### src/rtl/dr_lut_pkg.sv
package dr_lut_pkg;

    typedef enum logic [1:0] {
        ST_IDLE   = 2'd0,
        ST_SPACER = 2'd1,
        ST_EVAL   = 2'd2
    } rd_state_t;

    // Rail pair for one logical bit: {true, false}
    function automatic logic [1:0] rail_pair(input logic bit_val);
        return bit_val ? 2'b10 : 2'b01;
    endfunction

endpackage

### src/rtl/dr_addr_decode.sv
module dr_addr_decode #(
    parameter int DEPTH  = 8,
    parameter int ADDR_W = $clog2(DEPTH)
) (
    input  logic [ADDR_W-1:0] addr,
    output logic [DEPTH-1:0]  sel
);
    // One select line per word: the AND of that word's address minterm
    for (genvar w = 0; w < DEPTH; w++) begin : g_minterm
        localparam logic [ADDR_W-1:0] CODE = ADDR_W'(w);
        assign sel[w] = &(addr ~^ CODE);
    end
endmodule

### src/rtl/dr_rail_array.sv
module dr_rail_array
    import dr_lut_pkg::*;
#(
    parameter int DEPTH = 8,
    parameter int WIDTH = 8,
    parameter logic [DEPTH-1:0][WIDTH-1:0] CONTENT = '0
) (
    input  logic [DEPTH-1:0]       sel,
    output logic [2*WIDTH-1:0]     rail_word
);
    logic [DEPTH-1:0][2*WIDTH-1:0] image;

    // Dual-rail image is fixed at elaboration from the logical bytes
    for (genvar w = 0; w < DEPTH; w++) begin : g_word
        for (genvar b = 0; b < WIDTH; b++) begin : g_bit
            assign image[w][2*b+1:2*b] = rail_pair(CONTENT[w][b]);
        end
    end

    // Wired-OR of the selected row
    always_comb begin
        rail_word = '0;
        for (int w = 0; w < DEPTH; w++) begin
            if (sel[w]) rail_word = rail_word | image[w];
        end
    end
endmodule

### src/rtl/dr_rail_check.sv
module dr_rail_check #(
    parameter int WIDTH = 8
) (
    input  logic [2*WIDTH-1:0] rail_bus,
    input  logic               in_eval,
    output logic               bad
);
    logic [WIDTH-1:0] pair_bad;

    for (genvar b = 0; b < WIDTH; b++) begin : g_pair
        logic both_hi;
        logic both_lo;
        assign both_hi     = rail_bus[2*b+1] & rail_bus[2*b];
        assign both_lo     = ~(rail_bus[2*b+1] | rail_bus[2*b]);
        assign pair_bad[b] = both_hi | (in_eval & both_lo);
    end

    assign bad = |pair_bad;
endmodule

### src/rtl/dr_lut_rom.sv
module dr_lut_rom
    import dr_lut_pkg::*;
#(
    parameter int DEPTH  = 8,
    parameter int WIDTH  = 8,
    parameter int ADDR_W = $clog2(DEPTH),
    parameter logic [DEPTH-1:0][WIDTH-1:0] CONTENT =
        {8'hC3, 8'h5A, 8'h80, 8'h01, 8'h3C, 8'hA5, 8'hFF, 8'h00}
) (
    input  logic                clk,
    input  logic                rst_n,
    input  logic                rd_req,
    input  logic [ADDR_W-1:0]   rd_addr,
    output logic [2*WIDTH-1:0]  rail_bus,
    output logic [WIDTH-1:0]    word_out,
    output logic                word_valid,
    output logic                enc_err
);
    localparam int RAIL_W = 2 * WIDTH;

    rd_state_t          state_q, state_d;
    logic [ADDR_W-1:0]  addr_q;
    logic [RAIL_W-1:0]  rail_q;
    logic [RAIL_W-1:0]  rail_word;
    logic [DEPTH-1:0]   sel;
    logic               err_q;
    logic               pair_bad;
    logic               accept;

    // Row select and dual-rail storage
    dr_addr_decode #(.DEPTH(DEPTH), .ADDR_W(ADDR_W)) u_dec (
        .addr (addr_q),
        .sel  (sel)
    );

    dr_rail_array #(.DEPTH(DEPTH), .WIDTH(WIDTH), .CONTENT(CONTENT)) u_arr (
        .sel       (sel),
        .rail_word (rail_word)
    );

    dr_rail_check #(.WIDTH(WIDTH)) u_chk_pairs (
        .rail_bus (rail_bus),
        .in_eval  (state_q == ST_EVAL),
        .bad      (pair_bad)
    );

    // A strobe is taken in IDLE or in EVAL; a spacer cycle ignores it
    assign accept = rd_req && (state_q != ST_SPACER);

    always_comb begin
        state_d = state_q;
        unique case (state_q)
            ST_IDLE:   state_d = rd_req ? ST_SPACER : ST_IDLE;
            ST_SPACER: state_d = ST_EVAL;
            ST_EVAL:   state_d = rd_req ? ST_SPACER : ST_IDLE;
            default:   state_d = ST_IDLE;
        endcase
    end

    // State register
    always_ff @(posedge clk or negedge rst_n) begin
        if (!rst_n) state_q <= ST_IDLE;
        else        state_q <= state_d;
    end

    // Output-side registers
    always_ff @(posedge clk or negedge rst_n) begin
        if (!rst_n) begin
            addr_q <= '0;
            rail_q <= '0;
            err_q  <= 1'b0;
        end else begin
            if (accept) addr_q <= rd_addr;
            if (state_q == ST_SPACER) rail_q <= rail_word;
            err_q <= err_q | pair_bad;
        end
    end

    // Bus is forced to the spacer code while in SPACER
    always_comb begin
        unique case (state_q)
            ST_SPACER: rail_bus = '0;
            default:   rail_bus = rail_q;
        endcase
    end

    assign word_valid = (state_q == ST_EVAL);
    assign enc_err    = err_q;

    for (genvar b = 0; b < WIDTH; b++) begin : g_true
        assign word_out[b] = rail_q[2*b+1];
    end
endmodule

### config.mk
export PLATFORM = sky130hd
export DESIGN_NAME = dr_lut_rom
export DESIGN_NICKNAME = d
export VERILOG_FILES = /design/src/rtl/dr_lut_pkg.sv /design/src/rtl/dr_addr_decode.sv /design/src/rtl/dr_rail_array.sv /design/src/rtl/dr_rail_check.sv /design/src/rtl/dr_lut_rom.sv
export SDC_FILE = /design/constraint.sdc
export NUM_CORES = 1
export LEC_CHECK = 0
export BUFFER_PORTS_ARGS = -buffer_cell sky130_fd_sc_hd__buf_2
export CORE_MARGIN = 3
export CORE_UTILIZATION = 35
export CTS_BUF_LIST = sky130_fd_sc_hd__clkbuf_16
export DETAILED_ROUTE_END_ITERATION = 10
export GPL_TIMING_DRIVEN = 0
export SLEW_MARGIN = 15
export SYNTH_ARGS = -nofsm -noshare
export SYNTH_HDL_FRONTEND = slang
export SYNTH_HIERARCHICAL = 1
export SYNTH_SLANG_ARGS = --single-unit
export TNS_END_PERCENT = 1
### constraint.sdc
create_clock -name clk -period 2.3 [get_ports clk]
set_clock_uncertainty 0.05 [all_clocks]
set_input_delay 0.115 -clock clk [delete_from_list [all_inputs] [get_ports clk]]
set_output_delay 0.115 -clock clk [all_outputs]
set_load 0.1 [all_outputs]
==> impl_metrics.json, run 1 <==
{
  "status": "finished, final reports clean",
  "cp_slowest_stage_delay_ns": 0.42,
  "initial_core_util": 0.382,
  "avgRoutedWirePerCell_um": 13.6,
  "synth_cell_types": 25,
  "clock-sinks": 22,
  "vias_per_cell": 4.92,
  "wirelength_um": 2650,
  "synthAdderAreaFrac": 0,
  "cts_buffers": 3,
  "start_kind": "flop",
  "std_cell_rows": 20,
  "r2r-start": "state_q[0]$_DFF_PN0_",
  "syn_area_um2": 1220,
  "setup_viol": 0,
  "num-nets-final": 158,
  "grt_pass1_vias": 941,
  "crit_fanout": 10,
  "cp-startpoint": "state_q[0]$_DFF_PN0_",
  "die_h_um": 65.1,
  "place.detailed.hpwl_um": 2000,
  "syn_avg_cell_area_um2": 10.6,
  "grt_pass1_wl_um": 4370,
  "yosysWarnings": 6,
  "drtIter0Drc": 33,
  "cts_root_buffer": "clkbuf_16",
  "fin_tns_setup_ns": 0,
  "synth-seq-cells": 22,
  "fin_crit_sh": 0.842,
  "synth_top_family_by_area": "simple AND/OR/NAND/NOR gates",
  "num_vias": 959,
  "reg2reg_setup_slack_ns": 0.36,
  "dr.pass1.iters": 5,
  "rsz0062_at_grt": "false",
  "min_period_ns": 1.94,
  "cts_tree": "done",
  "synth_fp_nets": 121,
  "whs_path_depth": 2,
  "holdPathEnd": "addr_q[0]$_DFFE_PN0P_",
  "relSlewSlack": 0.669,
  "gr-usage-all-layers": 0.133,
  "gp_congestion": 0.795,
  "cp_cell_sequence": "nand2b_4, buf_6, and2_4, o22ai_1, o41ai_1, nand4_1, or2_2",
  "antenna_found_initial": 0,
  "drv_slew": 0,
  "stdcell_area_um2": 1520,
  "hold_start": "rd_addr[0]",
  "grt_max_degree": 23,
  "end_kind": "flop",
  "muxShareOfSynthArea": 0.0276,
  "ant_nets": 0,
  "clkTransAtPathRegs_ns": 0.06,
  "syn_inst": 115,
  "drive_gt1_frac": 0.517,
  "synth_xor_area_frac": 0,
  "clk_path_buf_depth": 2,
  "ctsResizeCount": 0,
  "synth-seq-area-share": 0.450,
  "synth_compound_area_frac": 0.152,
  "reg2reg_depth": 7,
  "cp.arrival_ns": 2.02,
  "crit_type": "reg -> reg",
  "whs_ns": 0.0387,
  "setup_ws_ns": 0.364,
  "coreArea_um2": 3200,
  "hold_path_class": "in -> reg",
  "clock_latency_ns": 0.25,
  "area_growth_syn_to_layout_pct": 24.4,
  "grt_overflow": 0,
  "die_area_um2": 4240,
  "max_freq_ghz": 0.517,
  "preCtsSetupSlack_ns": 0.375,
  "rr_endpoint": "enc_err$_DFF_PN0_",
  "hold_violations": 0,
  "drc": 0,
  "tightestPinTransition_ns": 0.497,
  "slowest_stage": "dfrtp_1",
  "io_pins": 32,
  "synth-simple-area-share": 0.266,
  "cts-htree-levels": 1,
  "placedInstanceArea_um2": 1430,
  "die_w_um": 65.1,
  "io_buffers": 31,
  "crit_required_ns": 2.38,
  "n_antenna_cell": 0,
  "timing.max_cap.violations": 0
}
==> per-stage QoR <==
stage / instances / util
finish: 195 / 0.475
global route: 195 / 0.475
floorplan: 115 / -
detailed placement: 190 / 0.448
global placement: 190 / 0.448
CTS: 195 / 0.475
==> layout make-up <==
type | count | area (um^2)
plain buffers | 16 | 124
repair buffers | 32 | 165
fillers | 337 | 1680
clock inverters | 1 | 3.75
well taps | 44 | 55.1
clock buffers | 3 | 75.1
multi-input cells | 76 | 546
inverters | 1 | 3.75
flip-flops and latches | 22 | 551
==> cell usage in the layout, fill, tap and decap left out, types with 2 or more instances in the layout <==
cell type / count
buf_4: 15
clkbuf_16: 3
o22ai_1: 4
a22oi_1: 2
dfrtp_1: 22
a21o_1: 16
mux2_2: 3
nor3b_1: 3
or3_1: 3
nand2_1: 7
buf_2: 31
nor3_1: 2
and2b_2: 2
nor2_1: 7
and3b_2: 3
and2_4: 10
and2_2: 6
==> per-layer routing <==
metal  GRT usage  part of all wire
met1       0.166              0.45
met2       0.234              0.49
met3      0.0308             0.051
met4      0.0311            0.0064
met5           0                 0
==> worst max path at each step <==
| stage | endpoint | slack [ns] | cells past startpoint |
|---|---|---|---|
| floorplan | enc_err$_DFF_PN0_ | 0.23 | 6 |
| global placement | enc_err$_DFF_PN0_ | 0.39 | 7 |
| detailed placement | enc_err$_DFF_PN0_ | 0.37 | 7 |
| CTS | enc_err$_DFF_PN0_ | 0.36 | 7 |
| global route | enc_err$_DFF_PN0_ | 0.21 | 7 |
| finish | enc_err$_DFF_PN0_ | 0.36 | 7 |
==> repair_timing <==
item / in CTS / in global routing
setup buffers: 0 / 0
hold endpoints to repair: 22 / 0
hold buffers: 1 / 0
==> cell families after synthesis <==
logic type	count (synthesis)
and+or+nand+nor	48
muxes	3
buffers and inverters	17
DFF	22
AOI/OAI and AO/OA	25
==> cells in the mapped netlist, drive strengths merged <==
library cell  count  area share
nor2              7       0.021
nor3b             3       0.018
nor3              2      0.0082
nand3b            1      0.0061
o22ai             4       0.020
and2             16        0.11
and3b             3       0.025
and2b             2       0.014
a22o              1      0.0072
nand2b            1       0.011
a221oi            1      0.0072
inv               1      0.0031
or2               1      0.0051
buf              16        0.10
and3              1      0.0061
nand4             1      0.0051
mux2              3       0.028
a22oi             2       0.012
or3               3       0.015
o41ai             1      0.0072
a21o             16       0.098
nand2             7       0.021
dfrtp            22        0.45
==> state kept, by name, indices dropped and copies added, names as in the netlist <==
register,cells
state_q,2
enc_err,1
rail_q,16
addr_q,3
==> worst max-delay path: cells and delay by family, from the launching register on <==
kind                   cells  cell delay, ns
AO/OA/AOI/OAI              2            0.44
buffers and inverters      1            0.15
flip-flops                 1            0.42
AND/OR/NAND/NOR            4            0.74
Power of run 1 is left out: the tool's default activity adds up to more than one toggle a clock period on the data nets, which glitch-free logic cannot reach.
==> inputs of run 2 (changes only) <==
==> constraint.sdc (replaced) <==
create_clock -name clk -period 1.8 [get_ports clk]
set_clock_uncertainty 0.05 [all_clocks]
set_input_delay 0.09 -clock clk [delete_from_list [all_inputs] [get_ports clk]]
set_output_delay 0.09 -clock clk [all_outputs]
set_load 0.1 [all_outputs]
==> impl_metrics.json, run 2 (synthesized netlist as in run 1, its figures left out) <==
{
  "status": "finished, final reports clean",
  "dr.pass1.iters": 4,
  "max_freq_ghz": 0.563,
  "antenna_found_initial": 0,
  "fin_crit_sh": 0.986,
  "top_usage_layer": "met2",
  "die_area_um2": 4240,
  "setup_viol": 0,
  "vias_per_cell": 4.81,
  "cp.arrival_ns": 1.86,
  "gp_congestion": 0.809,
  "largest_register_ffs": 16,
  "largestRegisters": "rail_q x16, addr_q x3, state_q x2",
  "fin_tns_setup_ns": 0,
  "whs_path_depth": 2,
  "clkTransAtPathRegs_ns": 0.06,
  "num_vias": 953,
  "clk_path_buf_depth": 2,
  "cts_root_buffer": "clkbuf_16",
  "layout_commonest_cell": "buf_2",
  "drive_gt1_frac": 0.558,
  "hold_violations": 0,
  "crit_family": "simple AND/OR/NAND/NOR gates",
  "cts_tree": "done",
  "tightestPinTransition_ns": 0.513,
  "use_met1": 0.181,
  "whs_ns": 0.0222,
  "grt_pass1_wl_um": 4540,
  "area_growth_syn_to_layout_pct": 30.2,
  "met2_usage": 0.239,
  "die_w_um": 65.1,
  "io_pins": 32,
  "io_buffers": 31,
  "ant_nets": 0,
  "timing.max_cap.violations": 0,
  "cp_slowest_stage_delay_ns": 0.40,
  "setup_ws_ns": 0.0244,
  "cp_cell_sequence": "nand2b_4, buf_4, and2_4, o22ai_2, o41ai_2, nand4_1, or2_4",
  "grt_max_degree": 23,
  "worst-path-stages": 7,
  "gr-usage-all-layers": 0.140,
  "clock-sinks": 22,
  "final_cell_mix": "buf_2 (31), dfrtp_1 (22), buf_4 (18)",
  "top_register": "rail_q",
  "coreArea_um2": 3200,
  "grt_pass1_vias": 960,
  "crit_required_ns": 1.89,
  "path_buf_inv": 1,
  "crit_fanout": 4,
  "initial_core_util": 0.382,
  "preCtsSetupSlack_ns": -0.0816,
  "avgRoutedWirePerCell_um": 13.5,
  "slowest_stage": "dfrtp_1",
  "num-nets-final": 162,
  "relSlewSlack": 0.658,
  "grt_use_met3": 0.0154,
  "min_period_ns": 1.78,
  "cts_buffers": 3,
  "n_antenna_cell": 0,
  "place.detailed.hpwl_um": 2010,
  "reg2reg_depth": 7,
  "hold_path_class": "in -> reg",
  "start_kind": "flop",
  "rsz0062_at_grt": "true",
  "grt_overflow": 0,
  "clock_latency_ns": 0.25,
  "std_cell_rows": 20,
  "final.fill_count": 319,
  "wirelength_um": 2680,
  "cts-htree-levels": 1,
  "drtIter0Drc": 44,
  "die_h_um": 65.1,
  "end_kind": "flop",
  "crit_type": "reg -> reg",
  "drc": 0,
  "drv_slew": 0
}
## run 2: cell count changes in the layout (fill, tap and decap cells not counted), sizes merged
cell    change
buf         +4
clkinv      -1
## run 2: what timing repair did
| action | CTS | global route |
|---|---|---|
| gates resized for setup | 1 | 5 |
| buffers inserted | 3 | 1 |
| pin swaps | 1 | 3 |
| hold buffers | 1 | 0 |
| endpoints found under the setup margin | 1 | 1 |
| endpoints found under the hold margin | 22 | 0 |
## run 2: layout make-up
cell class                      count  area (um^2)  share of cell area
Tap cell                           44         55.1              0.0346
Clock buffer                        3         75.1              0.0471
Buffer                             16          128              0.0801
Multi-Input combinational cell     76          582               0.365
Timing Repair Buffer               36          199               0.125
Sequential cell                    22          551               0.346
Inverter                            1         3.75             0.00236
## run 2: path summary, 6_finish.rpt
check	start	to	slack, ns
setup / recovery	state_q[0]$_DFF_PN0_	enc_err$_DFF_PN0_	0.02
hold / removal	rd_addr[1]	addr_q[1]$_DFFE_PN0P_	0.02
setup reg to reg	state_q[0]$_DFF_PN0_	enc_err$_DFF_PN0_	0.02
hold reg to reg	enc_err$_DFF_PN0_	enc_err$_DFF_PN0_	0.43
max in group asynchronous	rst_n	rail_q[5]$_DFFE_PN0P_	1.05
min in group asynchronous	rst_n	rail_q[15]$_DFFE_PN0P_	0.30
## run 2: per-layer routing
| metal | up-vias | routed length, um |
|---|---|---|
| li1 | 471 | - |
| met1 | 454 | 1210 |
| met2 | 26 | 1310 |
| met3 | 2 | 143 |
| met4 | 0 | 17 |
| met5 | - | 0 |
## run 2: through the flow
| step | std cells | util | area (um^2) |
|---|---|---|---|
| 6_report | 198 | 0.497 | 1590 |
| 5_1_grt | 198 | 0.497 | 1590 |
| 4_1_cts | 197 | 0.486 | 1560 |
| 3_5_place_dp | 190 | 0.451 | 1440 |
| 3_3_place_gp | 190 | 0.451 | 1440 |
| 2_1_floorplan | 115 | - | 1230 |
Power of run 2 is left out for the same reason.
